### config.mk
export PLATFORM = sky130hd
export DESIGN_NAME = irtx_runlen_mod
export DESIGN_NICKNAME = d
export VERILOG_FILES = /design/src/rtl/irtx_pkg.sv /design/src/rtl/irtx_fifo.sv /design/src/rtl/irtx_carrier.sv /design/src/rtl/irtx_player.sv /design/src/rtl/irtx_runlen_mod.sv
export SDC_FILE = /design/constraint.sdc
export NUM_CORES = 1
export LEC_CHECK = 0
export ABC_AREA = 1
export BUFFER_PORTS_ARGS = -buffer_cell sky130_fd_sc_hd__buf_4
export CORE_MARGIN = 4
export CORE_UTILIZATION = 56
export DETAILED_ROUTE_END_ITERATION = 8
export PLACE_DENSITY = 0.84
export SLEW_MARGIN = 20
export SYNTH_ARGS = -nofsm -noshare
export SYNTH_HDL_FRONTEND = slang
export SYNTH_SLANG_ARGS = --single-unit
### constraint.sdc
create_clock -name clk -period 2.35 [get_ports clk]
set_input_delay 0.1175 -clock clk [delete_from_list [all_inputs] [get_ports clk]]
set_output_delay 0.1175 -clock clk [all_outputs]
set_load 0.03 [all_outputs]
### src/rtl/irtx_pkg.sv
package irtx_pkg;

   localparam int unsigned BYTE_W  = 8;
   localparam int unsigned LEN_W   = 7;
   localparam int unsigned CODE_W  = 5;
   localparam int unsigned N_CODES = 2 ** CODE_W;

   typedef struct packed {
      logic             space;
      logic [LEN_W-1:0] len;
   } run_byte_t;

   // carrier frequency in Hz selected by a code
   function automatic int unsigned carrier_hz(input int unsigned code);
      if (code <= 2)        return 58000 + 1000 * code;
      else if (code == 30)  return 56900;
      else if (code >= 31)  return 36000;
      else                  return (code + 27) * 1000;
   endfunction

endpackage

### src/rtl/irtx_fifo.sv
module irtx_fifo #(
   parameter int unsigned DEPTH = 16,
   parameter int unsigned WIDTH = 8,
   localparam int unsigned AW = $clog2(DEPTH),
   localparam int unsigned CW = $clog2(DEPTH + 1)
) (
   input  logic             clk,
   input  logic             rst_n,
   input  logic             wr_en,
   input  logic [WIDTH-1:0] wr_data,
   input  logic             rd_en,
   output logic [WIDTH-1:0] rd_data,
   output logic [CW-1:0]    count
);

   if ((1 << AW) != DEPTH) begin : g_bad_depth
      $error("irtx_fifo: DEPTH must be a power of two");
   end

   localparam logic [CW-1:0] FULL_CNT = CW'(DEPTH);

   logic [WIDTH-1:0] mem [DEPTH];
   logic [AW-1:0]    wr_ptr, rd_ptr;
   logic             wr_ok;

   assign wr_ok   = wr_en && (count != FULL_CNT);
   assign rd_data = mem[rd_ptr];

   always_ff @(posedge clk) begin
      if (wr_ok) mem[wr_ptr] <= wr_data;
   end

   always_ff @(posedge clk) begin
      if (!rst_n) begin
         wr_ptr <= '0;
         rd_ptr <= '0;
         count  <= '0;
      end else begin
         if (wr_ok) wr_ptr <= wr_ptr + 1'b1;
         if (rd_en) rd_ptr <= rd_ptr + 1'b1;
         case ({wr_ok, rd_en})
            2'b10:   count <= count + 1'b1;
            2'b01:   count <= count - 1'b1;
            default: count <= count;
         endcase
      end
   end

   AST_NO_OVERFLOW: assert property (@(posedge clk) disable iff (!rst_n)
      (wr_en && count == FULL_CNT && !rd_en) |=> count == FULL_CNT);

endmodule

### src/rtl/irtx_carrier.sv
module irtx_carrier
   import irtx_pkg::*;
#(
   parameter int unsigned CLK_HZ  = 50_000_000,
   parameter int unsigned HIGH_US = 7,
   localparam int unsigned PER_W    = $clog2(CLK_HZ / 25000),
   localparam int unsigned HIGH_CYC = (CLK_HZ / 1_000_000) * HIGH_US
) (
   input  logic              clk,
   input  logic              rst_n,
   input  logic              restart,
   input  logic [CODE_W-1:0] code,
   output logic              carrier_hi
);

   if (HIGH_CYC == 0 || HIGH_CYC >= CLK_HZ / 60000) begin : g_bad_high
      $error("irtx_carrier: high time must fit inside the shortest carrier period");
   end

   localparam logic [PER_W-1:0] HIGH_P = PER_W'(HIGH_CYC);

   logic [PER_W-1:0] period_tab [N_CODES];
   logic [PER_W-1:0] period;
   logic [PER_W-1:0] phase;

   for (genvar g = 0; g < N_CODES; g++) begin : g_tab
      assign period_tab[g] =
         PER_W'((CLK_HZ + carrier_hz(g) / 2) / carrier_hz(g));
   end

   assign period     = period_tab[code];
   assign carrier_hi = (phase < HIGH_P);

   always_ff @(posedge clk) begin
      if (!rst_n)                      phase <= '0;
      else if (restart)                phase <= '0;
      else if (phase >= period - 1'b1) phase <= '0;
      else                             phase <= phase + 1'b1;
   end

   AST_PHASE_RESTART: assert property (@(posedge clk) disable iff (!rst_n)
      restart |=> (phase == '0 && carrier_hi));

endmodule

### src/rtl/irtx_player.sv
module irtx_player
   import irtx_pkg::*;
(
   input  logic      clk,
   input  logic      rst_n,
   input  logic      tick,
   input  logic      eot_set,
   input  logic      underrun_clr,
   input  logic      fifo_empty,
   input  run_byte_t fifo_byte,
   output logic      fifo_pop,
   output logic      playing,
   output logic      in_space,
   output logic      underrun
);

   logic [LEN_W:0] remain;
   logic           eot_q;
   logic           last_tick;
   logic           dry;

   assign last_tick = playing && tick && (remain == 1);
   assign fifo_pop  = (!playing || last_tick) && !fifo_empty;
   assign dry       = last_tick && fifo_empty;

   always_ff @(posedge clk) begin
      if (!rst_n) begin
         playing  <= 1'b0;
         in_space <= 1'b0;
         remain   <= '0;
      end else if (fifo_pop) begin
         playing  <= 1'b1;
         in_space <= fifo_byte.space;
         remain   <= {1'b0, fifo_byte.len} + 1'b1;
      end else if (dry) begin
         playing  <= 1'b0;
      end else if (playing && tick) begin
         remain   <= remain - 1'b1;
      end
   end

   always_ff @(posedge clk) begin
      if (!rst_n) begin
         eot_q    <= 1'b0;
         underrun <= 1'b0;
      end else begin
         if (eot_set)  eot_q <= 1'b1;
         else if (dry) eot_q <= 1'b0;
         if (dry && !eot_q)     underrun <= 1'b1;
         else if (underrun_clr) underrun <= 1'b0;
      end
   end

   AST_POP_NOT_EMPTY: assert property (@(posedge clk) disable iff (!rst_n)
      fifo_pop |-> !fifo_empty);
   AST_UNDERRUN_NEEDS_NO_EOT: assert property (@(posedge clk) disable iff (!rst_n)
      $rose(underrun) |-> !$past(eot_q));
   AST_IDLE_IGNORES_TICK: assert property (@(posedge clk) disable iff (!rst_n)
      (!playing && fifo_empty) |=> !playing);
   AST_RUN_HOLDS: assert property (@(posedge clk) disable iff (!rst_n)
      (playing && !tick) |=> (playing && $stable(remain)));

endmodule

### src/rtl/irtx_runlen_mod.sv
module irtx_runlen_mod
   import irtx_pkg::*;
#(
   parameter int unsigned CLK_HZ    = 50_000_000,
   parameter int unsigned HIGH_US   = 7,
   parameter int unsigned DEPTH     = 16,
   parameter int unsigned LOW_MARK  = 3,
   parameter int unsigned NUM_EMIT  = 4,
   localparam int unsigned SEL_W    = $clog2(NUM_EMIT),
   localparam int unsigned CW       = $clog2(DEPTH + 1)
) (
   input  logic                clk,
   input  logic                rst_n,
   input  logic                wr_en,
   input  logic [BYTE_W-1:0]   wr_data,
   input  logic                eot_set,
   input  logic                tick_10us,
   input  logic [CODE_W-1:0]   carrier_code,
   input  logic [SEL_W-1:0]    emit_sel,
   input  logic                invert,
   input  logic                underrun_clr,
   output logic                irq_low,
   output logic                irq_empty,
   output logic                underrun,
   output logic [NUM_EMIT-1:0] emit_out
);

   if (LOW_MARK >= DEPTH) begin : g_bad_mark
      $error("irtx_runlen_mod: LOW_MARK must be below DEPTH");
   end

   localparam logic [CW-1:0] LOW_CNT = CW'(LOW_MARK);

   logic [BYTE_W-1:0]   fifo_q;
   logic [CW-1:0]       level;
   logic                fifo_pop;
   logic                playing;
   logic                in_space;
   logic                carrier_hi;
   logic                sig;
   logic [NUM_EMIT-1:0] emit_d;

   irtx_fifo #(.DEPTH(DEPTH), .WIDTH(BYTE_W)) u_fifo (
      .clk     (clk),
      .rst_n   (rst_n),
      .wr_en   (wr_en),
      .wr_data (wr_data),
      .rd_en   (fifo_pop),
      .rd_data (fifo_q),
      .count   (level)
   );

   irtx_player u_player (
      .clk          (clk),
      .rst_n        (rst_n),
      .tick         (tick_10us),
      .eot_set      (eot_set),
      .underrun_clr (underrun_clr),
      .fifo_empty   (level == '0),
      .fifo_byte    (run_byte_t'(fifo_q)),
      .fifo_pop     (fifo_pop),
      .playing      (playing),
      .in_space     (in_space),
      .underrun     (underrun)
   );

   irtx_carrier #(.CLK_HZ(CLK_HZ), .HIGH_US(HIGH_US)) u_carrier (
      .clk        (clk),
      .rst_n      (rst_n),
      .restart    (fifo_pop),
      .code       (carrier_code),
      .carrier_hi (carrier_hi)
   );

   assign irq_low   = (level <= LOW_CNT);
   assign irq_empty = (level == '0);
   assign sig       = playing && !in_space && carrier_hi;

   for (genvar i = 0; i < NUM_EMIT; i++) begin : g_pin
      assign emit_d[i] = ((emit_sel == SEL_W'(i)) && sig) ^ invert;
   end

   always_ff @(posedge clk) begin
      if (!rst_n) emit_out <= '0;
      else        emit_out <= emit_d;
   end

   AST_IDLE_QUIET: assert property (@(posedge clk) disable iff (!rst_n)
      !playing |=> (emit_out == {NUM_EMIT{$past(invert)}}));
   AST_ONE_PIN_ACTIVE: assert property (@(posedge clk) disable iff (!rst_n)
      $onehot0(emit_out) || $onehot0(~emit_out));
   AST_SPACE_QUIET: assert property (@(posedge clk) disable iff (!rst_n)
      (playing && in_space) |=> (emit_out == {NUM_EMIT{$past(invert)}}));

endmodule

==> run metrics <==
Power, Total=roughly 11000 uW; Worst-Skew Late Latency=~0.44 ns; CTS clk-pin slew, worst paths=~0.07 ns; switching power share of the total=0.395; DRT iter0 DRCs=a little over 700; Final setup violation count=12; cell mode on critical path=nand2_2; Slew @ Worst Pin=0.557 ns; skew final=0.0164 ns; #FFs+latches synth=172; Layout area overhead=24.6%; Congestion Overflow GR=0; RSZ-0062 raised after global routing=true; multi-input logic area=roughly 3700 um^2; worst min path class=in -> reg; num rows=45; run status=finished, violations left; final instance area=between 10000 and 15000 um^2; Mapped Area=~8600 um^2; CP Cell Sequence=buf_12, clkinv_8, buf_4, ha_2, inv_2, nor2_2, o22ai_1, a21boi_4, nand2_2, nor3_4, xor2_1, inv_1, ha_4, nand2_2, o21ai_1, nand3_1, a21oi_1, or2_4, clkbuf_16, nor2_4; clock root buffer=clkbuf_16; Setup CP Type=in -> reg; H-tree depth=4; # diodes=0; via/cell ratio=5.74; Slew Viols, Final=0; Worst Hold Endpoint=u_fifo.mem[9][2]$_DFFE_PP_; internal power=between 6000 and 7000 uW; Net Count, Synth=around 990; Die Wd=roughly 130 um; WL final=approximately 22000 um; Logic pwr share=0.419; CP Launch Type=input pin; required time of the critical path=between 2 and 3 ns; Worst Min Path Start=wr_data[2]; setup ws final=-0.115 ns; RR Startpoint=u_player.remain[4]$_SDFFE_PN0P_; Die ar.=around 17000 um^2; via count=roughly 7200; Fin. Hold Viols=0; number of enable flip-flop cells after synthesis=128; number of max-cap violations=0; worst r2r dst=u_fifo.count[4]$_SDFFE_PN0P_; # port buffers=28; Final Cycle Share=1.05; initial antenna violation count=0; internal reg-to-reg setup slack=-0.07 ns; worst vdd ir=0.000593 V; I/O pins=29; DR top layer=met4; fillers=927; Initial DRT Pass Iterations=5; max incr delay on CP=around 0.27 ns; gpl congestion=about 0.88; Slew Limit Headroom=0.625; CTS Buf Count=17; Synth area leaders=edfxtp_1 44%, dfxtp_1 10%, nand2_1 7.4%, nor2_1 5.0%, nand3_1 4.8%; minimum clock period=approximately 2.5 ns; Initial Util=0.570; CP Max Fanout=5; DRT antenna net count=0; Remaining DRCs=0; clock sinks=~170; share of the synthesized area in the top cell type=0.445; Core ar.=about 15000 um^2; Max stage delay cell, worst path=ha_4; Switch Pwr=around 4300 uW; deepest clock path buffer count=2; CTS tree=yes; share of cells above drive strength 1=0.254; pre-CTS setup slack=-0.499 ns; CP endpoint kind=register; R2R depth=15; leak pwr=approximately 0.0043 uW; global-route wire length before repair=about 33000 um; Synth cell types=43; Storage cell area=between 4000 and 5000 um^2; DRT met1 WL=between 8000 and 9000 um; Placement Cell Area=~9500 um^2; DIE HEIGHT=around 130 um; Final nets=between 1000 and 1500; post-DP HPWL=between 10000 and 15000 um; largest net degree at the start of global routing=42; drt wl/cell=17.8 um; sequential power share=0.338; Async S/R FF share, synth=0; dominant cell type by area after synthesis=edfxtp_1; Arr. time, crit path=between 2 and 3 ns; WL met2=11400 um; Clk pwr share=0.243; Mapped Cells=just over 900; fmax=~410 MHz; met3 wire len=between 1500 and 2000 um; vias in the first global route=around 7000; Global Route Usage Sum=0.234; Seq/Total Area, Yosys=0.547; Avg Cell Area, Syn=between 9 and 10 um^2; synth warn=0; Top FF cell, synth=edfxtp_1; Hold Slack=about 0.0066 ns; hold path cells=1; failing checks=setup timing; power per cell area=about 1000 nW/um^2
==> worst max-delay path: cells and delay by family <==
family / cells / cell delay [ns]
fa+ha+maj: 2 / 0.45
xor+xnor: 1 / 0.19
compound gates: 4 / 0.69
buf+inv: 6 / 0.61
simple gates: 7 / 0.71
==> what timing repair did <==
item	CTS	global route
pin swaps	14	43
endpoints found under the setup margin	13	22
gates resized for setup	24	108
hold endpoints to repair	86	0
setup buffers	3	13
gates cloned	0	1
hold buffers	9	0
==> power by group through the flow <==
stage / sequential (uW) / clock [uW] / combinational, uW
final: 3690 / 2650 / 4580
after global routing: 3720 / 2790 / 4970
after CTS: 3660 / 2620 / 4060
after detailed placement: 3710 / 0 / 3840
after global placement: 3700 / 0 / 3680
after floorplan: 3690 / 0 / 2830
==> per-layer routing <==
layer	GRT usage	vias to the layer above
met5	0	-
met2	0.419	380
met3	0.0492	95
met4	0.0982	0
met1	0.274	3336
li1	-	3344
==> state kept, by name (all words and copies together) (netlist names), named ones only <==
register,flops
u_carrier.phase,11
u_player.eot_q,1
u_player.in_space,1
u_fifo.count,5
u_player.remain,8
u_player.playing,1
u_player.underrun,1
u_fifo.wr_ptr,4
u_fifo.mem,128
u_fifo.rd_ptr,4
emit_out,4
==> kinds of logic after synthesis <==
family / Yosys count / share of synthesized area
buffers and inverters: 153 / 0.0813
adders and majority gates: 34 / 0.0501
AOI/OAI and AO/OA: 144 / 0.0943
and+or+nand+nor: 409 / 0.204
DFF: 172 / 0.547
xor gates and xnor gates: 23 / 0.0233
==> cell usage after synthesis (3+ instances only) <==
cell type / count
inv_1: 110
xor2_1: 16
nor2_4: 4
clkbuf_1: 5
buf_2: 13
o211ai_1: 11
nor2_1: 116
nand4_1: 5
edfxtp_1: 128
o221ai_1: 3
inv_2: 5
nor2_2: 5
a211oi_1: 3
dfxtp_1: 44
o21bai_1: 3
nor3_1: 10
xnor2_1: 7
nand3_2: 3
o21ai_1: 14
nand2_2: 7
buf_4: 8
o21ai_0: 62
nand2_1: 171
buf_6: 9
nand3_1: 83
a21oi_1: 36
ha_1: 33
==> layout by cell type (no fill, tap or decap), types with 9 or more instances in the layout <==
master / n
nor2_1: 96
nor2_4: 20
ha_1: 17
nor2_2: 9
o21ai_1: 18
o211ai_1: 11
a21oi_1: 31
o21ai_0: 51
buf_4: 113
ha_4: 13
nand2_2: 16
inv_2: 12
dfxtp_1: 40
nand3_1: 80
nand2_1: 161
edfxtp_1: 128
inv_1: 95
dlygate4sd3_1: 9
xor2_1: 15
clkbuf_16: 18
==> worst max-delay path by stage <==
stage	to	start	depth (start not counted)	slack, ns
2_1_floorplan	u_fifo.count[4]$_SDFFE_PN0P_	u_fifo.count[3]$_SDFFE_PN0P_	15	-0.14
3_3_place_gp	u_carrier.phase[8]$_SDFF_PP0_	carrier_code[0]	25	-0.38
3_5_place_dp	u_carrier.phase[0]$_SDFF_PP0_	carrier_code[1]	23	-0.50
4_1_cts	u_carrier.phase[0]$_SDFF_PP0_	carrier_code[0]	20	0.01
5_1_grt	u_carrier.phase[10]$_SDFF_PP0_	carrier_code[1]	22	-0.21
6_report	u_carrier.phase[7]$_SDFF_PP0_	carrier_code[0]	20	-0.12
==> metrics by stage <==
stage	cells	utilization	TNS [ns]
final	1247	0.710	-1.21
after global routing	1247	0.710	-2.53
after CTS	1234	0.678	0
after detailed placement	1191	0.626	-5.42
after global placement	1191	0.626	-4.18
after floorplan	935	-	-1.04
==> cell type report <==
class	count	area share
Sequential cell	172	0.440
Clock buffer	17	0.0395
Multi-Input combinational cell	610	0.343
Clock inverter	15	0.0121
Timing Repair Buffer	129	0.0991
Inverter	116	0.0444
Tap cell	188	0.0219
Power figures use the tool's default switching activity.
